==> src/rtl/mac_pkg.sv <==
`timescale 1ns/1ps
package mac_pkg;
    // Mode state: bit 0 = signed, bit 1 = accumulate (equal to address bits [2:1])
    typedef enum logic [1:0] {
        MODE_MPY  = 2'd0,
        MODE_MPYS = 2'd1,
        MODE_MAC  = 2'd2,
        MODE_MACS = 2'd3
    } mac_mode_e;

    // Register slots, indexed by address bits [3:1]
    localparam logic [2:0] SLOT_OP2   = 3'd4;
    localparam logic [2:0] SLOT_RESLO = 3'd5;
    localparam logic [2:0] SLOT_RESHI = 3'd6;
    localparam logic [2:0] SLOT_EXT   = 3'd7;
endpackage

==> src/rtl/mac_operand_ext.sv <==
`timescale 1ns/1ps
module mac_operand_ext #(
    parameter int OP_W = 16
) (
    input  logic [OP_W-1:0] din,
    input  logic            is_byte,
    input  logic            sign_en,
    output logic [OP_W-1:0] dout
);
    localparam int BYTE_W = OP_W / 2;

    logic fill;

    always_comb begin
        fill = sign_en & din[BYTE_W-1];
        if (is_byte) dout = {{(OP_W - BYTE_W){fill}}, din[BYTE_W-1:0]};
        else         dout = din;
    end
endmodule

==> src/rtl/mac_arith.sv <==
`timescale 1ns/1ps
module mac_arith
    import mac_pkg::*;
#(
    parameter int OP_W = 16
) (
    input  mac_mode_e         mode,
    input  logic [OP_W-1:0]   op_a,
    input  logic [OP_W-1:0]   op_b,
    input  logic [2*OP_W-1:0] acc,
    output logic [2*OP_W-1:0] res,
    output logic [OP_W-1:0]   ext
);
    localparam int RES_W = 2 * OP_W;

    logic [RES_W-1:0] prod_u;
    logic [RES_W-1:0] prod_s;
    logic [RES_W:0]   sum_u;
    logic [RES_W:0]   sum_s;

    always_comb begin
        prod_u = {{OP_W{1'b0}}, op_a} * {{OP_W{1'b0}}, op_b};
        prod_s = $unsigned($signed({{OP_W{op_a[OP_W-1]}}, op_a}) *
                           $signed({{OP_W{op_b[OP_W-1]}}, op_b}));
        sum_u  = {1'b0, acc} + {1'b0, prod_u};
        sum_s  = {1'b0, acc} + {1'b0, prod_s};
    end

    always_comb begin
        unique case (mode)
            MODE_MPY: begin
                res = prod_u;
                ext = '0;
            end
            MODE_MPYS: begin
                res = prod_s;
                ext = {OP_W{prod_s[RES_W-1]}};
            end
            MODE_MAC: begin
                res = sum_u[RES_W-1:0];
                ext = {{(OP_W-1){1'b0}}, sum_u[RES_W]};
            end
            MODE_MACS: begin
                res = sum_s[RES_W-1:0];
                ext = {OP_W{sum_s[RES_W-1]}};
            end
            default: begin
                res = '0;
                ext = '0;
            end
        endcase
    end
endmodule

==> src/rtl/mac_periph.sv <==
`timescale 1ns/1ps
module mac_periph
    import mac_pkg::*;
#(
    parameter int OP_W = 16
) (
    input  logic            clk,
    input  logic            rst_n,
    input  logic [3:0]      bus_addr,
    input  logic [OP_W-1:0] bus_wdata,
    input  logic            bus_byte,
    input  logic            bus_we,
    output logic [OP_W-1:0] bus_rdata
);
    localparam int RES_W = 2 * OP_W;

    mac_mode_e        state_q, state_d;
    logic [OP_W-1:0]  op1_q, op2_q, ext_q;
    logic [RES_W-1:0] res_q;

    logic [2:0]       slot;
    logic             aligned;
    logic             wr_op1, wr_op2;
    logic             cur_signed;
    logic [OP_W-1:0]  op1_ext, op2_ext, ext_nx;
    logic [RES_W-1:0] res_nx;

    // Access decode
    always_comb begin
        slot    = bus_addr[3:1];
        aligned = ~bus_addr[0];
        wr_op1  = bus_we & aligned & ~slot[2];
        wr_op2  = bus_we & aligned & (slot == SLOT_OP2);
    end

    // State register
    always_ff @(posedge clk or negedge rst_n) begin
        if (!rst_n) state_q <= MODE_MPY;
        else        state_q <= state_d;
    end

    // Next state: a first-operand write moves to the mode its address encodes
    always_comb begin
        state_d = state_q;
        if (wr_op1) state_d = mac_mode_e'(slot[1:0]);
    end

    // State outputs
    always_comb begin
        unique case (state_q)
            MODE_MPY, MODE_MAC:   cur_signed = 1'b0;
            MODE_MPYS, MODE_MACS: cur_signed = 1'b1;
            default:              cur_signed = 1'b0;
        endcase
    end

    mac_operand_ext #(.OP_W(OP_W)) u_ext_a (
        .din     (bus_wdata),
        .is_byte (bus_byte),
        .sign_en (slot[0]),
        .dout    (op1_ext)
    );

    mac_operand_ext #(.OP_W(OP_W)) u_ext_b (
        .din     (bus_wdata),
        .is_byte (bus_byte),
        .sign_en (cur_signed),
        .dout    (op2_ext)
    );

    mac_arith #(.OP_W(OP_W)) u_arith (
        .mode (state_q),
        .op_a (op1_q),
        .op_b (op2_ext),
        .acc  (res_q),
        .res  (res_nx),
        .ext  (ext_nx)
    );

    // Operand and result registers
    always_ff @(posedge clk or negedge rst_n) begin
        if (!rst_n) begin
            op1_q <= '0;
            op2_q <= '0;
            res_q <= '0;
            ext_q <= '0;
        end else begin
            if (wr_op1) op1_q <= op1_ext;
            if (wr_op2) begin
                op2_q <= op2_ext;
                res_q <= res_nx;
                ext_q <= ext_nx;
            end
        end
    end

    // Read mux
    always_comb begin
        bus_rdata = '0;
        if (aligned) begin
            unique case (slot)
                3'd0, 3'd1, 3'd2, 3'd3: bus_rdata = op1_q;
                SLOT_OP2:               bus_rdata = op2_q;
                SLOT_RESLO:             bus_rdata = res_q[OP_W-1:0];
                SLOT_RESHI:             bus_rdata = res_q[RES_W-1:OP_W];
                SLOT_EXT:               bus_rdata = ext_q;
                default:                bus_rdata = '0;
            endcase
        end
    end
endmodule

==> config.mk <==
export PLATFORM = sky130hd
export DESIGN_NAME = mac_periph
export DESIGN_NICKNAME = d
export VERILOG_FILES = /design/src/rtl/mac_pkg.sv /design/src/rtl/mac_operand_ext.sv /design/src/rtl/mac_arith.sv /design/src/rtl/mac_periph.sv
export SDC_FILE = /design/constraint.sdc
export NUM_CORES = 1
export LEC_CHECK = 0
export BUFFER_PORTS_ARGS = -buffer_cell sky130_fd_sc_hd__buf_2
export CORE_AREA = 10 10 201 203
export CTS_CLUSTER_DIAMETER = 150
export CTS_CLUSTER_SIZE = 14
export DETAILED_ROUTE_END_ITERATION = 12
export DIE_AREA = 0 0 211 213
export MAX_ROUTING_LAYER = met4
export PLACE_DENSITY = 0.79
export SYNTH_ARGS = -nofsm -noshare
export SYNTH_HDL_FRONTEND = slang
export SYNTH_SLANG_ARGS = --single-unit
==> constraint.sdc <==
create_clock -name clk -period 8.2 [get_ports clk]
set_clock_uncertainty 0.1 [all_clocks]
set_input_delay 0 -clock clk [delete_from_list [all_inputs] [get_ports clk]]
set_output_delay 0 -clock clk [all_outputs]
set_load 0.1 [all_outputs]
==> summary.md, run 1 <==
| Metric | Value |
|---|---|
| Status | finished, final reports clean |
| Post-Synthesis Cell Area | between 20000 and 25000 um^2 |
| Synth area leader | fa_1 |
| P&R area growth vs syn | 14.36% |
| DR DRC count | 0 |
| Initial antenna violation count | 2 |
| Critical path type | reg2reg |
| CP required | 8.36 ns |
| Setup_tns | 0 ns |
| Ys async rst share | 100.0% |
| Core area | 36260 um^2 |
| Post-synth top cells | 487 x inv_1, 365 x fa_1, 351 x nand2_1 |
| First-pass detailed-route iteration total | 7 |
| CP max-delay cell | fa_1 |
| Max-cap violations | 0 |
| Main synth FF type | dfrtp_1 |
| Worst Setup SP | state_q[0] |
| Routed WL per cell | roughly 21 um |
| Yosys Warn Count | 0 |
| Crit. End Element | flop |
| Reg2reg path depth | 29 |
| FP Rows | 70 |
| Number of flops mapped to enable cells by yosys | 0 |
| Final Hold Fails | 0 |
| Arrival @ worst endpoint | approximately 8.3 ns |
| Global Route Usage Sum | 30.63% |
| Largest net degree at the start of global routing | between 60 and 70 |
| Slew headroom | roughly a third |
| Grt ovf | 0 |
| Antenna viol nets, final | 0 |
| Root Buffer Master | clkbuf_16 |
| DR iter-0 viols | between 1500 and 2000 |
| Hold Crit Depth | 3 |
| Syn Nets | 3113 |
| Total CTS buffers | 9 |
| Most used cell, CP | fa_1 |
| Final Net Count | 3277 |
| First-pass GRT wire length | 105200 um |
| Largest cells by area after synthesis | fa_1 34%, ha_1 12%, inv_1 8.5% |
| Final Slew Violations | 0 |
| Crit path max fanout | 6 |
| Final setup violation count | 0 |
| Cell area after layout | 24590 um^2 |
| Min-delay src | bus_wdata[14] |
| Via count | 18800 |
| Mapped Avg Cell Area | approximately 8.6 um^2 |
| Share of cells above drive strength 1 | 16.16% |
| Post-detail-place hpwl | 53680 um |
| Top Ports | 40 |
| Reg-to-reg critical path startpoint | state_q[0] |
| H-tree levels | 3 |
| Clock latency on the worst-skew pair | 0.36 ns |
| Worst setup SP type | flop |
| Seq cells post-synth | 68 |
| Die H | 213 um |
| RSZ-0062 raised after global routing | yes |
| Min Clock Period, post-route | 8.129 ns |
| TritonCTS clock tree | done |
| Hold crit path type | in2reg |
| Worst-path clk slew | 0.06 ns |
| R2R Setup Slk | 0.07 ns |
| Most common cell in the synthesized netlist | inv_1 |
| Gpl congestion | a little over 1 |
| Initial Util | 59.31% |
| Worst-Margin Slew | 1.014 ns |
| Chip width | 211 um |
| Post-Route WL | 66570 um |
| Vias in the first global route | 20070 |
| Clk sinks | 68 |
| Placed cell areas | 23440 um^2 |
| Period utilization | between 90% and 100% |
| FMAX | 123.0 MHz |
| Gate Count Post-Synth | 2511 |
| Yosys top cell area share | 33.98% |
| Sequential area share after synthesis | under 10% |
| Max Buffers Root-to-Sink | 2 |
| Drt via density | 5.970 |
| Die area | between 40000 and 50000 um^2 |
| CP max stage delay | 0.56 ns |
| Input/output buffers | 39 |
| Yosys cell types | 80 |
-- worst max-delay path, delay by kind of cell, from the launching register on --
family | cells | cell delay [ns]
compound gates | 7 | 1.30
xor+xnor | 1 | 0.29
fa+ha+maj | 8 | 3.65
buf+inv | 6 | 0.64
flops | 1 | 0.42
mux | 1 | 0.29
simple gates | 6 | 1.33
-- flip-flops by register name, summed over array words and instances, names as in the netlist --
register	cells
ext_q	2
state_q	2
op1_q	16
res_q	32
op2_q	16
-- what timing repair did --
| action | in CTS | in global routing |
|---|---|---|
| buffers inserted | 3 | 14 |
| endpoints found under the hold margin | 72 | 0 |
| pin swaps | 12 | 50 |
| endpoints found under the setup margin | 9 | 15 |
| hold buffers | 5 | 0 |
| gates resized for setup | 31 | 124 |
| cloned | 0 | 2 |
-- stage by stage --
stage	std cells	setup WS (ns)	hold WS, ns	util (%)
2_1_floorplan	2511	0.03489	-0.3956	-
3_3_place_gp	3108	-0.1924	0.1243	64.64
3_5_place_dp	3108	-0.2536	0.1403	64.64
4_1_cts	3132	-0.01719	0.01364	66.05
5_1_grt	3150	-0.1561	0.02614	67.83
6_report	3150	0.07108	0.02522	67.83
-- layout make-up --
class,instances,area [um^2]
multi-input combinational,1848,18190
tap,468,585.6
antenna,2,5.005
sequential,68,1713
inverter,488,1832
clock inverter,7,77.57
timing repair buffer,260,1964
clock buffer,9,225.2
fill,2919,11660
-- cells by family (layout without fill, tap and decap cells) --
family / Yosys count / count (layout) / synth area share [%]
AOI/OAI and AO/OA: 417 / 417 / 12.93
xor gates and xnor gates: 113 / 113 / 4.602
adders and majority gates: 578 / 578 / 46.37
buffers and inverters: 597 / 764 / 10.44
DFF: 68 / 68 / 7.912
muxes: 54 / 54 / 3.101
other: 0 / 2 / 0
and+or+nand+nor: 684 / 686 / 14.65
-- placed cells by master, fill, tap and decap left out, types with 34 or more instances in the layout --
cell | synthesis | final
ha_1 | 213 | 199
inv_1 | 487 | 482
o21ai_0 | 93 | 78
buf_4 | 0 | 209
buf_2 | 3 | 36
a21o_1 | 37 | 37
a21oi_1 | 116 | 105
and2_1 | 93 | 89
fa_1 | 365 | 356
mux2i_1 | 34 | 34
nand2_1 | 351 | 343
xnor2_1 | 81 | 79
dfrtp_1 | 68 | 59
nor2_1 | 82 | 80
-- path summary, 6_finish.rpt --
kind                              to
max in group asynchronous   op1_q[9]
min                        op1_q[14]
max                        res_q[28]
min in group asynchronous  res_q[15]
max reg2reg                res_q[28]
min reg2reg                 op2_q[0]
-- layer usage --
layer,part of all wire (%),up-vias,global-route usage (%)
met5,0,-,-
met4,4.9,0,13.94
met3,7.0,213,3.196
met2,49,795,50.67
met1,39,9472,37.46
li1,-,8324,-
Power of run 1 is left out: the tool's default activity adds up to more than one toggle a clock period on the data nets, which glitch-free logic cannot reach.
==> run 2: changes to the inputs <==
--- a/config.mk
+++ b/config.mk
@@ -13,6 +13,7 @@
 export DIE_AREA = 0 0 211 213
 export MAX_ROUTING_LAYER = met4
 export PLACE_DENSITY = 0.79
+export REMOVE_ABC_BUFFERS = 1
 export SYNTH_ARGS = -nofsm -noshare
 export SYNTH_HDL_FRONTEND = slang
 export SYNTH_SLANG_ARGS = --single-unit
==> summary.md, run 2 (same netlist as run 1, synthesis figures left out) <==
| Metric | Value |
|---|---|
| Status | finished, final reports clean |
| Initial antenna violation count | 0 |
| Max-cap violations | 0 |
| Slew headroom | 9.393% |
| Grt ovf | 0 |
| Antenna viol nets, final | 0 |
| R2r endpoint | res_q[31] |
| DR iter-0 viols | 1708 |
| CP delay by family, top | adder cells |
| Post-detail-place hpwl | 53340 um |
| Met3 usage in global routing | under 10% |
| Min-delay src | bus_wdata[5] |
| Share of cells above drive strength 1 | 17.40% |
| First-pass GRT wire length | 105400 um |
| R2R Setup Slk | 0.05 ns |
| Final Slew Violations | 0 |
| GRT met2 Usage | approximately 50% |
| Crit path max fanout | 5 |
| Worst setup SP type | flop |
| DR DRC count | 0 |
| P&R area growth vs syn | 15.64% |
| Reg-to-reg critical path startpoint | state_q[0] |
| # diodes | 0 |
| Max reg flops | 32 |
| FP Rows | 70 |
| Clk sinks | 68 |
| Commonest non-fill, non-tap cell in the layout | inv_1 |
| Global Route Usage Sum | 30.64% |
| Final Net Count | ~3300 |
| Hold Crit Depth | 3 |
| Max Buffers Root-to-Sink | 2 |
| RSZ-0062 raised after global routing | yes |
| Total CTS buffers | 9 |
| CP max-delay cell | fa_2 |
| Top Ports | 40 |
| Final setup violation count | 0 |
| Input/output buffers | 39 |
| Crit. End Element | flop |
| Finished Core Util | 68.59% |
| WHS Endpoint | op2_q[5] |
| Reg2reg path depth | 32 |
| H-tree levels | 3 |
| Chip width | approximately 210 um |
| Final Hold Fails | 0 |
| First-pass detailed-route iteration total | 6 |
| Largest net degree at the start of global routing | 69 |
| Die area | around 45000 um^2 |
| Most flops, register | res_q |
| Critical path type | reg2reg |
| TritonCTS clock tree | done |
| GR peak layer | met2 |
| Via count | 18930 |
| CP required | 8.38 ns |
| FMAX | 122.7 MHz |
| Filler cells | 2844 |
| Worst-path clk slew | 0.07 ns |
| Routed WL per cell | approximately 21 um |
| Period utilization | 99.38% |
| Hold crit path type | in2reg |
| Drt via density | 5.984 |
| Min Clock Period, post-route | just over 8 ns |
| CP max stage delay | about 0.63 ns |
| Core area | 36260 um^2 |
| Root Buffer Master | clkbuf_16 |
| Worst-Margin Slew | 1.356 ns |
| Post-Route WL | 66900 um |
| Initial Util | between 50% and 60% |
| Vias in the first global route | 19900 |
| Worst Path Buf+Inv | 7 |
| Die H | roughly 210 um |
| Biggest regs | res_q (32), op1_q (16), op2_q (16) |
| Most frequent cells in the layout | 482 x inv_1, 358 x fa_1, 347 x nand2_1 |
| Clock latency on the worst-skew pair | between 0.3 and 0.4 ns |
| GRT met1 Usage | 37.90% |
| Arrival @ worst endpoint | between 8 and 9 ns |
| Gpl congestion | 0.9908 |
## run 2: metrics by stage
step / instance area [um^2] / std cells / hold slack, ns / TNS, ns / setup slack [ns]
finish: 24870 / 3164 / 0.01697 / 0 / 0.05096
global route: 24870 / 3164 / 0.03951 / -0.8496 / -0.1777
CTS: 24080 / 3144 / 0.004251 / -0.007346 / -0.007346
detailed placement: 23500 / 3114 / 0.2112 / -1.928 / -0.3497
global placement: 23500 / 3114 / 0.1938 / -0.5055 / -0.1315
floorplan: 21090 / 2402 / -0.3956 / -5.142 / -0.7529
## run 2: timing repair
action	4_1_cts	5_1_grt
hold buffers	11	0
setup buffers	3	17
setup endpoints to repair	11	14
resized for setup	37	142
pin swaps	11	79
endpoints found under the hold margin	78	0
gates cloned	0	3
## run 2: cell type report
class                           instances  area [um^2]  share of cell area, %
Inverter                              488         1832                  7.365
Timing Repair Buffer                  275         2098                  8.437
Clock inverter                          7        83.83                 0.3371
Clock buffer                            9        225.2                 0.9056
Sequential cell                        68         1714                  6.892
Tap cell                              468        585.6                  2.354
Multi-Input combinational cell       1849        18330                  73.71
## run 2: worst max path at each step
| stage | start | to | cells past startpoint |
|---|---|---|---|
| floorplan | state_q[0] | res_q[31] | 28 |
| global placement | state_q[0] | res_q[30] | 34 |
| detailed placement | state_q[0] | res_q[31] | 31 |
| CTS | state_q[0] | res_q[31] | 32 |
| global route | state_q[0] | res_q[29] | 34 |
| finish | state_q[0] | res_q[31] | 32 |
## run 2: tightest hold or removal path: cells and delay by family
kind / cells / cell delay [ns]
buf+inv: 1 / 0.27
simple gates: 2 / 0.17
## run 2: metal layers
metal	vias to the layer above	wire, um
li1	8346	-
met1	9456	25760
met2	927	32400
met3	205	5793
met4	0	2948
met5	-	0
Power of run 2 is left out for the same reason.
==> run 3: changes to the inputs <==
--- a/config.mk
+++ b/config.mk
@@ -6,14 +6,15 @@
 export NUM_CORES = 1
 export LEC_CHECK = 0
 export BUFFER_PORTS_ARGS = -buffer_cell sky130_fd_sc_hd__buf_2
-export CORE_AREA = 10 10 201 203
+export CORE_AREA = 10 10 203 205
 export CTS_CLUSTER_DIAMETER = 150
 export CTS_CLUSTER_SIZE = 14
 export DETAILED_ROUTE_END_ITERATION = 12
-export DIE_AREA = 0 0 211 213
+export DIE_AREA = 0 0 213 215
 export MAX_ROUTING_LAYER = met4
-export PLACE_DENSITY = 0.79
+export PLACE_DENSITY = 0.8
 export REMOVE_ABC_BUFFERS = 1
 export SYNTH_ARGS = -nofsm -noshare
 export SYNTH_HDL_FRONTEND = slang
+export SYNTH_HIERARCHICAL = 1
 export SYNTH_SLANG_ARGS = --single-unit
==> summary.md, run 3 <==
| Metric | Value |
|---|---|
| Worst-Margin Slew | 1.305 ns |
| Cell area after layout | 26990 um^2 |
| Post-Route WL | 71660 um |
| P&R area growth vs syn | 21.27% |
| Sequential area share after synthesis | roughly 9.2% |
| Failing checks | negative setup slack |
| Slack of the critical path | -0.4330 ns |
| Post-Synthesis Cell Area | 22250 um^2 |
| FMAX | approximately 120 MHz |
| Period utilization | 105.3% |
| Worst setup SP type | flop |
| Filler cells | 2588 |
| Top Ports | 40 |
| Hold WS | ~0.016 ns |
| Post-detail-place hpwl | 56330 um |
| Clk sinks | 82 |
| Multi-input gate area | 18880 um^2 |
| Ys async rst share | 100.0% |
| DR iter-0 viols | 1953 |
| Vias in the first global route | about 21000 |
| Most used cell, CP | fa_1 |
| Post-synth top cells | 518 x inv_1, 365 x fa_1, 213 x ha_1 |
| Slew headroom | 12.93% |
| Yosys Warn Count | 6 |
| Core area | 37220 um^2 |
| Clock latency on the worst-skew pair | 0.36 ns |
| Max-cap violations | 0 |
| Worst-path clk slew | 0.08 ns |
| RSZ-0062 raised after global routing | yes |
| Synth area leader | fa_1 |
| Die H | approximately 220 um |
| Routed WL per cell | 22.08 um |
| Largest cells by area after synthesis | fa_1 33%, ha_1 12%, dfrtp_1 9.2% |
| Placed cell areas | approximately 25000 um^2 |
| Initial antenna violation count | 0 |
| Input/output buffers | 39 |
| Chip width | 213 um |
| CP delay by family, top | adder cells |
| Main synth FF type | dfrtp_1 |
| TritonCTS clock tree | done |
| Min Clock Period, post-route | roughly 8.6 ns |
| Final Slew Violations | 0 |
| Hold crit path type | in2reg |
| Commonest non-fill, non-tap cell in the layout | inv_1 |
| Die area | about 46000 um^2 |
| FP Rows | 71 |
| First-pass GRT wire length | 111100 um |
| Most frequent cells in the layout | 499 x inv_1, 355 x buf_4, 348 x fa_1 |
| Yosys top cell area share | 32.83% |
| Antenna viol nets, final | 0 |
| Mapped Avg Cell Area | 9.135 um^2 |
| Global Route Usage Sum | 31.59% |
| First-pass detailed-route iteration total | 6 |
| Yosys cell types | just under 80 |
| Number of flops mapped to enable cells by yosys | 0 |
| Crit path max fanout | 4 |
| Drt via density | roughly 6.0 |
| Max Buffers Root-to-Sink | 2 |
| CP max-delay cell | fa_1 |
| Finished Core Util | between 70% and 80% |
| Share of cells above drive strength 1 | 26.90% |
| Final Hold Fails | 0 |
| Final setup violation count | 27 |
| Arrival @ worst endpoint | around 9 ns |
| Sequential cell area | just over 2000 um^2 |
| Final Net Count | approximately 3400 |
| Worst Path Buf+Inv | 8 |
| Crit. End Element | flop |
| Gpl congestion | around 1 |
| Most flops, register | res_q |
| Gate Count Post-Synth | 2436 |
| Seq cells post-synth | 82 |
| Status | complete, but fails checks |
| Root Buffer Master | clkbuf_16 |
| H-tree levels | 3 |
| Largest net degree at the start of global routing | 64 |
| DR DRC count | 0 |
| Critical path type | reg2reg |
| Max reg flops | 32 |
| Initial Util | roughly three fifths |
| R2R Setup Slk | -0.43 ns |
| Most common cell in the synthesized netlist | inv_1 |
| CP required | 8.35 ns |
| Total CTS buffers | 9 |
| Grt ovf | 0 |
| Via count | a little under 20000 |
| CP max stage delay | around 0.54 ns |
## run 3: changes by cell type after synthesis, moves of 12 or more
cell,change
nor2_1,+12
and2_1,+38
o21ai_0,-29
nor4_1,+13
buf_4,+31
nor3_1,-12
nand2_1,-166
o32ai_1,+15
mux2i_1,-27
dfrtp_1,+14
a21oi_1,-28
mux2_2,+69
inv_1,+31
clkbuf_1,-37
## run 3: worst paths after layout
| kind | start | end | depth (start not counted) |
|---|---|---|---|
| min in group asynchronous | rst_n | res_q[11] | 3 |
| max reg2reg | state_q[0] | res_q[31] | 36 |
| max in group asynchronous | rst_n | op2_q[1] | 3 |
| max | state_q[0] | res_q[31] | 36 |
| min reg2reg | ext_q[11] | ext_q[11] | 1 |
| min | bus_wdata[9] | op1_q[9] | 4 |
## run 3: metrics by stage
stage / setup WS, ns / TNS, ns / std cells
floorplan: -1.201 / -27.13 / 2332
global placement: -0.4389 / -9.579 / 3191
detailed placement: -0.6920 / -15.23 / 3191
CTS: -0.2528 / -3.609 / 3225
global route: -0.6466 / -13.95 / 3244
finish: -0.4330 / -8.471 / 3245
## run 3: what timing repair did
action                     CTS  global route
hold endpoints to repair    20             0
setup endpoints to repair   29            31
gates cloned                 1             0
setup buffers               15            21
hold buffers                 3             0
pin swaps                   46            54
resized for setup          108           152
## run 3: worst register-to-register path, delay by kind of cell, from the launching register on
| family | cells | cell delay [ns] |
|---|---|---|
| AOI/OAI and AO/OA | 12 | 2.38 |
| adders and majority gates | 8 | 3.54 |
| muxes | 2 | 0.50 |
| buffers and inverters | 8 | 0.93 |
| DFF | 1 | 0.39 |
| and+or+nand+nor | 4 | 0.34 |
| xor gates and xnor gates | 2 | 0.31 |
## run 3: layout make-up
type	count	share of cell area, %
clock buffers	9	0.8345
inverters	519	7.219
flip-flops and latches	82	7.627
diodes	1	0.009273
well taps	474	2.198
clock inverters	7	0.2225
repair buffers	421	11.93
multi-input cells	1732	69.96
## run 3: cell families (layout without fill, tap and decap cells)
group	count (synthesis)	in the layout	synth area share (%)
AO/OA/AOI/OAI	368	368	11.19
XOR/XNOR	116	116	4.565
adder cells (fa/ha/maj)	578	578	44.81
buffers and inverters	623	956	11.25
flip-flops	82	82	9.221
multiplexers	110	110	6.387
other	0	1	0
AND/OR/NAND/NOR	559	560	12.58
## run 3: routing by layer
metal / track usage [%] / up-vias / part of all wire [%]
li1: - / 8434 / -
met1: 38.34 / 9788 / 38
met2: 50.92 / 994 / 49
met3: 5.705 / 262 / 8.8
met4: 13.31 / 0 / 4.9
met5: - / - / 0
Power of run 3 is left out for the same reason.
